**src/rtl/sag_pkg.sv**
```systemverilog
package sag_pkg;

    typedef enum logic [1:0] {
        SEQ_IDLE  = 2'd0,
        SEQ_LOW   = 2'd1,
        SEQ_HIGH  = 2'd2,
        SEQ_FAULT = 2'd3
    } seq_state_e;

    localparam logic [1:0] MEM_NORMAL = 2'b00;
    localparam logic [1:0] MEM_DEVICE = 2'b01;
    localparam logic [1:0] MEM_STRONG = 2'b10;

    localparam int CTL_W   = 32;
    localparam int CHK_BIT = 1;

    // size code to byte count: 00->1, 01->2, 1x->4
    function automatic logic [2:0] size_to_bytes(input logic [1:0] code);
        logic [2:0] n;
        unique case (code)
            2'b00:   n = 3'd1;
            2'b01:   n = 3'd2;
            default: n = 3'd4;
        endcase
        return n;
    endfunction

endpackage

```
**src/rtl/sag_ctrl_reg.sv**
```systemverilog
module sag_ctrl_reg
    import sag_pkg::*;
(
    input  logic             clk,
    input  logic             rst_n,
    input  logic             wr_en,
    input  logic [CTL_W-1:0] wr_data,
    output logic [CTL_W-1:0] value,
    output logic             chk_en
);

    always_ff @(posedge clk) begin
        if (!rst_n)
            value <= '0;
        else if (wr_en)
            value <= wr_data;
    end

    assign chk_en = value[CHK_BIT];

    // a write lands in the register one cycle later
    a_r2_write_lands: assert property (@(posedge clk) disable iff (!rst_n)
        wr_en |=> value == $past(wr_data));

endmodule

```
**src/rtl/sag_classify.sv**
```systemverilog
module sag_classify
    import sag_pkg::*;
#(
    parameter int ADDR_W    = 32,
    parameter int BUS_BYTES = 4
) (
    input  logic [ADDR_W-1:0]      addr,
    input  logic [1:0]             size,
    input  logic [1:0]             mtype,
    input  logic [8*BUS_BYTES-1:0] data,
    input  logic                   chk_en,
    output logic                   fault,
    output logic                   split,
    output logic [ADDR_W-1:0]      word_addr,
    output logic [BUS_BYTES-1:0]   strb_lo,
    output logic [BUS_BYTES-1:0]   strb_hi,
    output logic [8*BUS_BYTES-1:0] data_lo,
    output logic [8*BUS_BYTES-1:0] data_hi
);

    localparam int OFF_W  = $clog2(BUS_BYTES);
    localparam int DATA_W = 8 * BUS_BYTES;
    localparam int SPAN   = 2 * BUS_BYTES;

    logic [2:0]          nbytes;
    logic [OFF_W-1:0]    offset;
    logic [OFF_W-1:0]    size_mask;
    logic                misaligned;
    logic [BUS_BYTES-1:0] lane_bits;
    logic [DATA_W-1:0]   data_keep;
    logic [SPAN-1:0]     span_strb;
    logic [2*DATA_W-1:0] span_data;

    always_comb begin
        nbytes     = size_to_bytes(size);
        offset     = addr[OFF_W-1:0];
        size_mask  = OFF_W'(nbytes - 3'd1);
        misaligned = |(offset & size_mask);
        for (int i = 0; i < BUS_BYTES; i++) begin
            lane_bits[i]        = (int'(nbytes) > i);
            data_keep[8*i +: 8] = lane_bits[i] ? data[8*i +: 8] : 8'h00;
        end
        span_strb = {{BUS_BYTES{1'b0}}, lane_bits} << offset;
        span_data = {{DATA_W{1'b0}}, data_keep} << {offset, 3'b000};
    end

    assign fault     = misaligned && (chk_en || (mtype != MEM_NORMAL));
    assign split     = |span_strb[SPAN-1:BUS_BYTES];
    assign word_addr = {addr[ADDR_W-1:OFF_W], {OFF_W{1'b0}}};
    assign strb_lo   = span_strb[BUS_BYTES-1:0];
    assign strb_hi   = span_strb[SPAN-1:BUS_BYTES];
    assign data_lo   = span_data[DATA_W-1:0];
    assign data_hi   = span_data[2*DATA_W-1:DATA_W];

endmodule

```
**src/rtl/sag_seq.sv**
```systemverilog
module sag_seq
    import sag_pkg::*;
#(
    parameter int ADDR_W    = 32,
    parameter int BUS_BYTES = 4
) (
    input  logic                   clk,
    input  logic                   rst_n,
    input  logic                   req_valid,
    output logic                   req_ready,
    input  logic                   dec_fault,
    input  logic                   dec_split,
    input  logic [ADDR_W-1:0]      dec_addr,
    input  logic [BUS_BYTES-1:0]   dec_strb_lo,
    input  logic [BUS_BYTES-1:0]   dec_strb_hi,
    input  logic [8*BUS_BYTES-1:0] dec_data_lo,
    input  logic [8*BUS_BYTES-1:0] dec_data_hi,
    output logic                   bus_valid,
    input  logic                   bus_ready,
    output logic [ADDR_W-1:0]      bus_addr,
    output logic [BUS_BYTES-1:0]   bus_strb,
    output logic [8*BUS_BYTES-1:0] bus_data,
    output logic                   fault_pulse
);

    localparam int DATA_W = 8 * BUS_BYTES;

    seq_state_e           state, state_nx;
    logic                 lat_split;
    logic [ADDR_W-1:0]    lat_addr;
    logic [BUS_BYTES-1:0] lat_strb_lo, lat_strb_hi;
    logic [DATA_W-1:0]    lat_data_lo, lat_data_hi;
    logic                 take_req;

    assign take_req = (state == SEQ_IDLE) && req_valid;

    always_comb begin
        state_nx = state;
        unique case (state)
            SEQ_IDLE:  if (req_valid) state_nx = dec_fault ? SEQ_FAULT : SEQ_LOW;
            SEQ_LOW:   if (bus_ready) state_nx = lat_split ? SEQ_HIGH : SEQ_IDLE;
            SEQ_HIGH:  if (bus_ready) state_nx = SEQ_IDLE;
            SEQ_FAULT: state_nx = SEQ_IDLE;
        endcase
    end

    always_ff @(posedge clk) begin
        if (!rst_n)
            state <= SEQ_IDLE;
        else
            state <= state_nx;
    end

    always_ff @(posedge clk) begin
        if (!rst_n) begin
            lat_split   <= 1'b0;
            lat_addr    <= '0;
            lat_strb_lo <= '0;
            lat_strb_hi <= '0;
            lat_data_lo <= '0;
            lat_data_hi <= '0;
        end else if (take_req) begin
            lat_split   <= dec_split;
            lat_addr    <= dec_addr;
            lat_strb_lo <= dec_strb_lo;
            lat_strb_hi <= dec_strb_hi;
            lat_data_lo <= dec_data_lo;
            lat_data_hi <= dec_data_hi;
        end
    end

    always_comb begin
        req_ready   = 1'b0;
        bus_valid   = 1'b0;
        fault_pulse = 1'b0;
        bus_addr    = lat_addr;
        bus_strb    = lat_strb_lo;
        bus_data    = lat_data_lo;
        unique case (state)
            SEQ_IDLE:  req_ready = 1'b1;
            SEQ_LOW:   bus_valid = 1'b1;
            SEQ_HIGH: begin
                bus_valid = 1'b1;
                bus_addr  = lat_addr + ADDR_W'(BUS_BYTES);
                bus_strb  = lat_strb_hi;
                bus_data  = lat_data_hi;
            end
            SEQ_FAULT: fault_pulse = 1'b1;
        endcase
    end

    // fault lasts one cycle
    a_r8_fault_single: assert property (@(posedge clk) disable iff (!rst_n)
        fault_pulse |=> !fault_pulse);

    // ready returns right after a fault
    a_r8_ready_after_fault: assert property (@(posedge clk) disable iff (!rst_n)
        fault_pulse |=> req_ready);

    // a fault never comes with a bus write
    a_r5_fault_no_write: assert property (@(posedge clk) disable iff (!rst_n)
        fault_pulse |-> !bus_valid);

    // no new request while a beat is pending
    a_r9_busy_not_ready: assert property (@(posedge clk) disable iff (!rst_n)
        bus_valid |-> !req_ready);

    // a stalled beat holds its payload
    a_r9_beat_hold: assert property (@(posedge clk) disable iff (!rst_n)
        (bus_valid && !bus_ready) |=> (bus_valid && $stable(bus_addr)
                                       && $stable(bus_strb) && $stable(bus_data)));

    // upper beat follows at the next word address
    a_r7_ascending: assert property (@(posedge clk) disable iff (!rst_n)
        (state == SEQ_LOW && bus_ready && lat_split)
            |=> (bus_valid && bus_addr == $past(bus_addr) + ADDR_W'(BUS_BYTES)));

    // every beat writes at least one byte
    a_r3_strobe_present: assert property (@(posedge clk) disable iff (!rst_n)
        bus_valid |-> (bus_strb != '0));

endmodule

```
**src/rtl/store_align_gate.sv**
```systemverilog
module store_align_gate
    import sag_pkg::*;
#(
    parameter int ADDR_W    = 32,
    parameter int BUS_BYTES = 4
) (
    input  logic                   clk,
    input  logic                   rst_n,
    input  logic                   ctl_wr_en,
    input  logic [31:0]            ctl_wr_data,
    output logic [31:0]            ctl_rd_data,
    input  logic                   req_valid,
    output logic                   req_ready,
    input  logic [ADDR_W-1:0]      req_addr,
    input  logic [1:0]             req_size,
    input  logic [1:0]             req_mtype,
    input  logic [8*BUS_BYTES-1:0] req_data,
    output logic                   bus_valid,
    input  logic                   bus_ready,
    output logic [ADDR_W-1:0]      bus_addr,
    output logic [BUS_BYTES-1:0]   bus_strb,
    output logic [8*BUS_BYTES-1:0] bus_data,
    output logic                   fault_pulse
);

    localparam int DATA_W = 8 * BUS_BYTES;

    logic                 chk_en;
    logic                 dec_fault, dec_split;
    logic [ADDR_W-1:0]    dec_addr;
    logic [BUS_BYTES-1:0] dec_strb_lo, dec_strb_hi;
    logic [DATA_W-1:0]    dec_data_lo, dec_data_hi;

    sag_ctrl_reg u_ctrl (
        .clk     (clk),
        .rst_n   (rst_n),
        .wr_en   (ctl_wr_en),
        .wr_data (ctl_wr_data),
        .value   (ctl_rd_data),
        .chk_en  (chk_en)
    );

    sag_classify #(.ADDR_W(ADDR_W), .BUS_BYTES(BUS_BYTES)) u_class (
        .addr      (req_addr),
        .size      (req_size),
        .mtype     (req_mtype),
        .data      (req_data),
        .chk_en    (chk_en),
        .fault     (dec_fault),
        .split     (dec_split),
        .word_addr (dec_addr),
        .strb_lo   (dec_strb_lo),
        .strb_hi   (dec_strb_hi),
        .data_lo   (dec_data_lo),
        .data_hi   (dec_data_hi)
    );

    sag_seq #(.ADDR_W(ADDR_W), .BUS_BYTES(BUS_BYTES)) u_seq (
        .clk         (clk),
        .rst_n       (rst_n),
        .req_valid   (req_valid),
        .req_ready   (req_ready),
        .dec_fault   (dec_fault),
        .dec_split   (dec_split),
        .dec_addr    (dec_addr),
        .dec_strb_lo (dec_strb_lo),
        .dec_strb_hi (dec_strb_hi),
        .dec_data_lo (dec_data_lo),
        .dec_data_hi (dec_data_hi),
        .bus_valid   (bus_valid),
        .bus_ready   (bus_ready),
        .bus_addr    (bus_addr),
        .bus_strb    (bus_strb),
        .bus_data    (bus_data),
        .fault_pulse (fault_pulse)
    );

    // a misaligned store to a non-normal region is refused at accept
    a_r6_nonnormal_refused: assert property (@(posedge clk) disable iff (!rst_n)
        (req_valid && req_ready && req_mtype != MEM_NORMAL
         && req_size != 2'b00 && req_addr[0]) |=> fault_pulse);

endmodule

```
**config.mk**
```make
export PLATFORM = sky130hd
export DESIGN_NAME = store_align_gate
export DESIGN_NICKNAME = d
export VERILOG_FILES = /design/src/rtl/sag_pkg.sv /design/src/rtl/sag_ctrl_reg.sv /design/src/rtl/sag_classify.sv /design/src/rtl/sag_seq.sv /design/src/rtl/store_align_gate.sv
export SDC_FILE = /design/constraint.sdc
export NUM_CORES = 1
export LEC_CHECK = 0
export BUFFER_PORTS_ARGS = -buffer_cell sky130_fd_sc_hd__buf_2
export CAP_MARGIN = 10
export CORE_UTILIZATION = 46
export CTS_BUF_LIST = sky130_fd_sc_hd__clkbuf_4 sky130_fd_sc_hd__clkbuf_8 sky130_fd_sc_hd__clkbuf_16
export DETAILED_ROUTE_END_ITERATION = 7
export PLACE_DENSITY = 0.8
export RECOVER_POWER = 100
export SYNTH_ARGS = -nofsm -noshare
export SYNTH_HDL_FRONTEND = slang
export SYNTH_SLANG_ARGS = --single-unit
export TNS_END_PERCENT = 1
```
**constraint.sdc**
```tcl
create_clock -name clk -period 1.7 [get_ports clk]
set_input_delay 0.17 -clock clk [delete_from_list [all_inputs] [get_ports clk]]
set_output_delay 0.17 -clock clk [all_outputs]
set_load 0.02 [all_outputs]
```
==> results.sh, run 1 <==
export IMPL_crit_fanout=7
export IMPL_path_class="register to output pin"
export IMPL_maxSlewHeadroom=0.406
export IMPL_drv_cap=0
export IMPL_final_nets=1118
export IMPL_grt_max_degree=76
export IMPL_numClockSinks=128
export IMPL_synth_seq_area_share=0.409
export IMPL_cts_path_max_buffers=2
export IMPL_fin_setup_tns_ps=-15800
export IMPL_r2r_start="u_seq.state[1]"
export IMPL_netlist_area_sq_mm=0.00626
export IMPL_synth_top_family_by_area="simple AND/OR/NAND/NOR gates"
export IMPL_r2r_end="u_seq.lat_data_hi[4]"
export IMPL_core_rowCount=42
export IMPL_reg2reg_slack_ps=-100
export IMPL_synthTopCellsByArea="dfxtp_1 41%, mux2i_1 6.6%, mux2_2 6.3%"
export IMPL_first_pass_iters=6
export IMPL_vias_per_cell=5.40
export IMPL_grt_pass1_vias=6176
export IMPL_violations="negative setup slack"
export IMPL_critPathCapture="bus_addr[28]"
export IMPL_fin_util=0.692
export IMPL_min_period_ps=2220
export IMPL_dp_hpwl_microns=13200
export IMPL_postCtsSetupBuffers=0
export IMPL_leakage_nw=4.14
export IMPL_yosysWarnings=0
export IMPL_seq_area_sq_mm=0.00258
export IMPL_fmax_mhz=450
export IMPL_required_ps=1530
export IMPL_skew_ps=8.28
export IMPL_synth_edf_count=0
export IMPL_wirelength_microns=19600
export IMPL_via_count=6452
export IMPL_grt_pass1_wl_microns=30400
export IMPL_finalSetupViolations=73
export IMPL_synth_main_ff_cell="dfxtp_1"
export IMPL_antenna_found_initial=0
export IMPL_yosysTopAreaCellShare=0.409
export IMPL_io_pins=208
export IMPL_yosys_area_top_type="dfxtp_1"
export IMPL_grt_util_all_layers=0.274
export IMPL_startpoint_type="register"
export IMPL_rsz0062_at_grt="true"
export IMPL_area_growth_pct=46.4
export IMPL_drc=0
export IMPL_async_flop_share=0
export IMPL_fin_cells=1195
export IMPL_syn_area_per_cell_sq_um=8.53
export IMPL_clockRootBuffer="clkbuf_16"
export IMPL_power_total_mw=11.2
export IMPL_cts_inserted_buffers=17
export IMPL_clkTransAtPathRegs_ps=60
export IMPL_avgRoutedWirePerCell_microns=16.4
export IMPL_synth_cells_most_frequent="128 x dfxtp_1, 93 x nand2_1, 82 x nor2_1, 55 x a21oi_1, 50 x clkbuf_1"
export IMPL_r2r_cells=8
export IMPL_synth_xor_area_share=0.0406
export IMPL_diodes=0
export IMPL_crit_path_end_kind="output pin"
export IMPL_muxShareOfSynthArea=0.128
export IMPL_crit_start="u_seq.lat_addr[19]"
export IMPL_yosysMostFrequentCell="dfxtp_1"
export IMPL_ys_seq_elements=128
export IMPL_grt_overflow=0
export IMPL_ys_types=47
export IMPL_die_area_sq_mm=0.0141
export IMPL_arrival_ps=2050
export IMPL_die_w_microns=119
export IMPL_ir_worst_vdd_uv=784
export IMPL_pwr_density_cell_mw_per_mm2=1220
export IMPL_syn_inst=734
export IMPL_place_congestion=0.903
export IMPL_die_y_microns=119
export IMPL_fillers=1067
export IMPL_drive_gt1_frac=0.349
export IMPL_status="complete, but fails checks"
export IMPL_h_tree_depth=4
export IMPL_setup_ws_ps=-523
export IMPL_fin_crit_sh=1.31
export IMPL_clk_latency_ps=420
export IMPL_core_sq_mm=0.0132
export IMPL_cts_tree="built"
export IMPL_finalMaxSlewViolations=0
export IMPL_hold_class="primary input to register"
export IMPL_multi_input_area_sq_mm=0.00362
export IMPL_initial_core_util=0.473
export IMPL_synth_fa_ha_area_frac=0.0140
export IMPL_port_buffers=205
export IMPL_synth_compound_area_frac=0.174
export IMPL_synth_simple_area_share=0.187
export IMPL_hold_violations=0
export IMPL_worst_pin_slew_ps=891
export IMPL_ant_nets=0
export IMPL_drtIter0Drc=434
export IMPL_dp_cells=1117
-- metrics by stage --
step,hold WS [ps],setup WS (ps),instance area [sq um]
CTS,2.64,-515,9140
global route,10.4,-609,9170
global placement,401,-152,7970
detailed placement,412,-159,7970
finish,16.1,-523,9170
floorplan,298,-96.3,6420
-- state kept, by name, indices dropped and copies added (netlist names) --
name,flops
u_ctrl.value,32
u_seq.lat_data_lo,32
u_seq.lat_addr,30
u_seq.lat_data_hi,24
u_seq.lat_strb_lo,4
u_seq.lat_strb_hi,3
u_seq.state,2
u_seq.lat_split,1
-- where the power goes --
part	internal, mW	total, mW	leakage [nW]	switching [mW]
Clock	2.38	3.73	0.295	1.35
Combinational	1.61	3.80	2.80	2.19
Sequential	3.39	3.64	1.05	0.243
-- layer usage --
metal	up-vias	routed length, microns	track usage
li1	3114	-	-
met1	3038	8050	0.315
met2	261	9920	0.483
met3	39	1140	0.0632
met4	0	454	0.119
met5	-	0	0
-- layout by cell type, fill, tap and decap left out, drive strengths merged, types with 2 or more instances in the layout --
cell and n:
nand4 9, and2 5, a21oi 55, nor2 82
a31oi 2, dlygate4sd3 46, nor3 9, a311oi 2
and3 6, o21ai 31, and4 4, mux2 35
dfxtp 128, o21a 7, buf 228, ha 7
nand2b 2, nand2 93, nor4 3, xor2 10
bufinv 3, nand3 11, a2bb2oi 7, nand3b 3
a32oi 7, clkinvlp 4, xnor2 19, clkinv 7
inv 9, nor2b 17, conb 2, a211oi 2
a22oi 39, o211ai 15, clkbuf 60, mux2i 41
-- layout make-up --
type | count | share of cell area
Multi-Input combinational cell | 534 | 0.395
Clock buffer | 19 | 0.0494
Inverter | 10 | 0.00423
Sequential cell | 128 | 0.281
Tap cell | 176 | 0.0240
Clock inverter | 13 | 0.0177
Timing Repair Buffer | 315 | 0.228
-- worst min-delay path by stage --
stage	startpoint	to	cells after the start
2_1_floorplan	req_addr[10]	u_seq.lat_addr[10]	2
3_3_place_gp	ctl_wr_data[18]	u_ctrl.value[18]	3
3_5_place_dp	ctl_wr_data[17]	u_ctrl.value[17]	3
4_1_cts	ctl_wr_data[7]	u_ctrl.value[7]	3
5_1_grt	req_addr[11]	u_seq.lat_addr[11]	3
6_report	ctl_wr_data[5]	u_ctrl.value[5]	3
-- worst max-delay path, stage by stage (launching register included) --
cell and delay (ps):
dfxtp_2 330, nand3_2 90, or4_4 530, buf_6 170, nor3_2 190, xnor2_1 160
buf_4 170
-- timing repair --
item | 4_1_cts | 5_1_grt
pin swaps | 8 | 5
endpoints found under the hold margin | 45 | 1
endpoints found under the setup margin | 66 | 73
hold buffers | 45 | 1
resized for setup | 36 | 26
-- cell families after synthesis --
| logic type | count (synthesis) |
|---|---|
| adders and majority gates | 7 |
| other | 1 |
| AOI/OAI and AO/OA | 171 |
| buffers and inverters | 73 |
| DFF | 128 |
| muxes | 76 |
| xor gates and xnor gates | 29 |
| and+or+nand+nor | 249 |
(Power assumes the default switching activity.)
==> run 2, diff against run 1 <==
--- a/constraint.sdc
+++ b/constraint.sdc
@@ -3,2 +3,2 @@
 set_output_delay 0.17 -clock clk [all_outputs]
-set_load 0.02 [all_outputs]
+set_load 0.05 [all_outputs]
==> run 2 against run 1 <==
- critical path depth decreased by 1
- via count is 0.46% lower
- combinational power increased by 28%
- utilization rose by 1.0 points
- clock power shrank 2%
- the flow still finishes with violations (negative setup slack)
- final cell count fell by 1.2%
- wire length rose by 0.88%
- critical endpoint is now bus_addr[23]
- cell area rose by 1.5%
- sequential power hardly changed
- register-to-register slack better by 20 ps
- global-route usage up 0.64 points
==> results.sh, run 2 (same netlist as run 1, synthesis figures left out) <==
export IMPL_grt_util_all_layers=0.280
export IMPL_crit_chain="nand3_2, nor4b_4, nand4_1, xnor2_4, buf_6"
export IMPL_cp_slowest_cell="dfxtp_1"
export IMPL_power_total_mw=12.1
export IMPL_finalMaxSlewViolations=0
export IMPL_maxSlewHeadroom=0.474
export IMPL_internal_power_mw=7.47
export IMPL_area_growth_pct=48.6
export IMPL_postCtsSetupBuffers=0
export IMPL_clkTransAtPathRegs_ps=60
export IMPL_numClockSinks=128
export IMPL_ant_nets=0
export IMPL_port_buffers=205
export IMPL_finalSetupViolations=68
export IMPL_diodes=0
export IMPL_initial_core_util=0.473
export IMPL_drtIter0Drc=482
export IMPL_die_area_sq_mm=0.0141
export IMPL_pre_cts_ws_ps=-343
export IMPL_whs_ps=11.0
export IMPL_leakage_nw=4.27
export IMPL_grt_max_degree=54
export IMPL_cts_inserted_buffers=17
export IMPL_violations="negative setup slack"
export IMPL_drc=0
export IMPL_grt_pass1_vias=6291
export IMPL_fillers=1031
export IMPL_final_common_cell="buf_2"
export IMPL_avgRoutedWirePerCell_microns=16.7
export IMPL_crit_start="u_seq.lat_addr[5]"
export IMPL_rsz0062_at_grt="true"
export IMPL_min_period_ps=2340
export IMPL_ir_worst_vdd_uv=945
export IMPL_skew_ps=8.69
export IMPL_worst_pin_slew_ps=790
export IMPL_required_ps=1530
export IMPL_drv_cap=0
export IMPL_antenna_found_initial=0
export IMPL_status="complete, but fails checks"
export IMPL_final_nets=1104
export IMPL_core_sq_mm=0.0132
export IMPL_pwr_density_cell_mw_per_mm2=1300
export IMPL_grt_pass1_wl_microns=31000
export IMPL_fmax_mhz=427
export IMPL_hold_violations=0
export IMPL_die_w_microns=119
export IMPL_power_switching_share=0.384
export IMPL_io_pins=208
export IMPL_clock_power_share=0.300
export IMPL_grt_overflow=0
export IMPL_wirelength_microns=19700
export IMPL_path_class="register to output pin"
export IMPL_fin_crit_sh=1.38
export IMPL_drive_gt1_frac=0.368
export IMPL_r2r_start="u_seq.state[0]"
export IMPL_crit_path_end_kind="output pin"
export IMPL_r2r_cells=7
export IMPL_vias_per_cell=5.44
export IMPL_p_sw_mw=4.67
export IMPL_dp_hpwl_microns=13600
export IMPL_reg2reg_slack_ps=-80
export IMPL_first_pass_iters=5
export IMPL_cts_tree="built"
export IMPL_h_tree_depth=4
export IMPL_clockRootBuffer="clkbuf_16"
export IMPL_final_cell_mix="138 x buf_2, 114 x dfxtp_1, 90 x nand2_1"
export IMPL_reg_top3="u_ctrl.value (32), u_seq.lat_data_lo (32), u_seq.lat_addr (30)"
export IMPL_p_seq_frac=0.300
export IMPL_setup_ws_ps=-644
export IMPL_fin_setup_tns_ps=-25920
export IMPL_die_y_microns=119
export IMPL_place_congestion=0.948
export IMPL_hold_class="primary input to register"
export IMPL_crit_fanout=5
export IMPL_slowest_delay_ps=460
export IMPL_via_count=6422
export IMPL_clk_latency_ps=410
export IMPL_core_rowCount=42
export IMPL_cts_path_max_buffers=2
export IMPL_combPwrFrac=0.400
export IMPL_arrival_ps=2170
export IMPL_fin_util=0.703
export IMPL_r2r_end="u_seq.state[0]"
export IMPL_startpoint_type="register"
export IMPL_critPathCapture="bus_addr[23]"
[run 2: cell types whose count changed in the layout (fill, tap and decap cells not counted), sizes merged]
cell and delta:
clkbuf -1, bufinv -1, buf +7, clkinv -2
dlygate4sd3 -17
[run 2: how the worst min path moves through the flow]
| stage | cells after the start | startpoint | to |
|---|---|---|---|
| 2_1_floorplan | 2 | req_addr[8] | u_seq.lat_addr[8] |
| 3_3_place_gp | 3 | ctl_wr_data[13] | u_ctrl.value[13] |
| 3_5_place_dp | 3 | ctl_wr_data[20] | u_ctrl.value[20] |
| 4_1_cts | 3 | ctl_wr_data[18] | u_ctrl.value[18] |
| 5_1_grt | 3 | req_addr[19] | u_seq.lat_addr[19] |
| 6_report | 3 | req_addr[30] | u_seq.lat_addr[30] |
[run 2: final cells by class]
class,instances,area (sq um),share of cell area
tap,176,220,0.0237
clock inverter,10,108,0.0116
sequential,128,2580,0.278
multi-input combinational,534,3810,0.409
clock buffer,22,493,0.0530
timing repair buffer,301,2050,0.220
inverter,10,38.8,0.00417
[run 2: critical path, delay by kind of cell (launching register included)]
kind | cells | cell delay [ps]
DFF | 1 | 460
xor gates and xnor gates | 1 | 220
buffers and inverters | 1 | 180
and+or+nand+nor | 3 | 920
[run 2: per-layer routing]
layer / track usage / wire length (microns) / vias to the layer above / share of wire
li1: - / - / 3082 / -
met1: 0.316 / 7810 / 3051 / 0.40
met2: 0.519 / 10400 / 260 / 0.53
met3: 0.0608 / 1200 / 29 / 0.061
met4: 0.0910 / 328 / 0 / 0.017
met5: 0 / 0 / - / 0
[run 2: power by group through the flow]
stage / Combinational [mW] / Sequential, mW / Clock (mW)
final: 4.86 / 3.64 / 3.64
after floorplan: 2.98 / 3.88 / 0
after detailed placement: 4.56 / 3.68 / 0
after CTS: 4.82 / 3.63 / 3.70
after global routing: 5.16 / 3.68 / 3.84
after global placement: 4.49 / 3.66 / 0
[run 2: what timing repair did]
action | CTS | global route
hold buffers | 29 | 0
hold endpoints to repair | 29 | 0
endpoints found under the setup margin | 71 | 110
resized for setup | 63 | 18
pin swaps | 7 | 5
[run 2: per-stage QoR]
step                      cells  instance area, sq um
after detailed placement   1120                  8220
after floorplan             735                  6610
final                      1181                  9310
after CTS                  1181                  9310
after global placement     1120                  8220
after global routing       1181                  9310
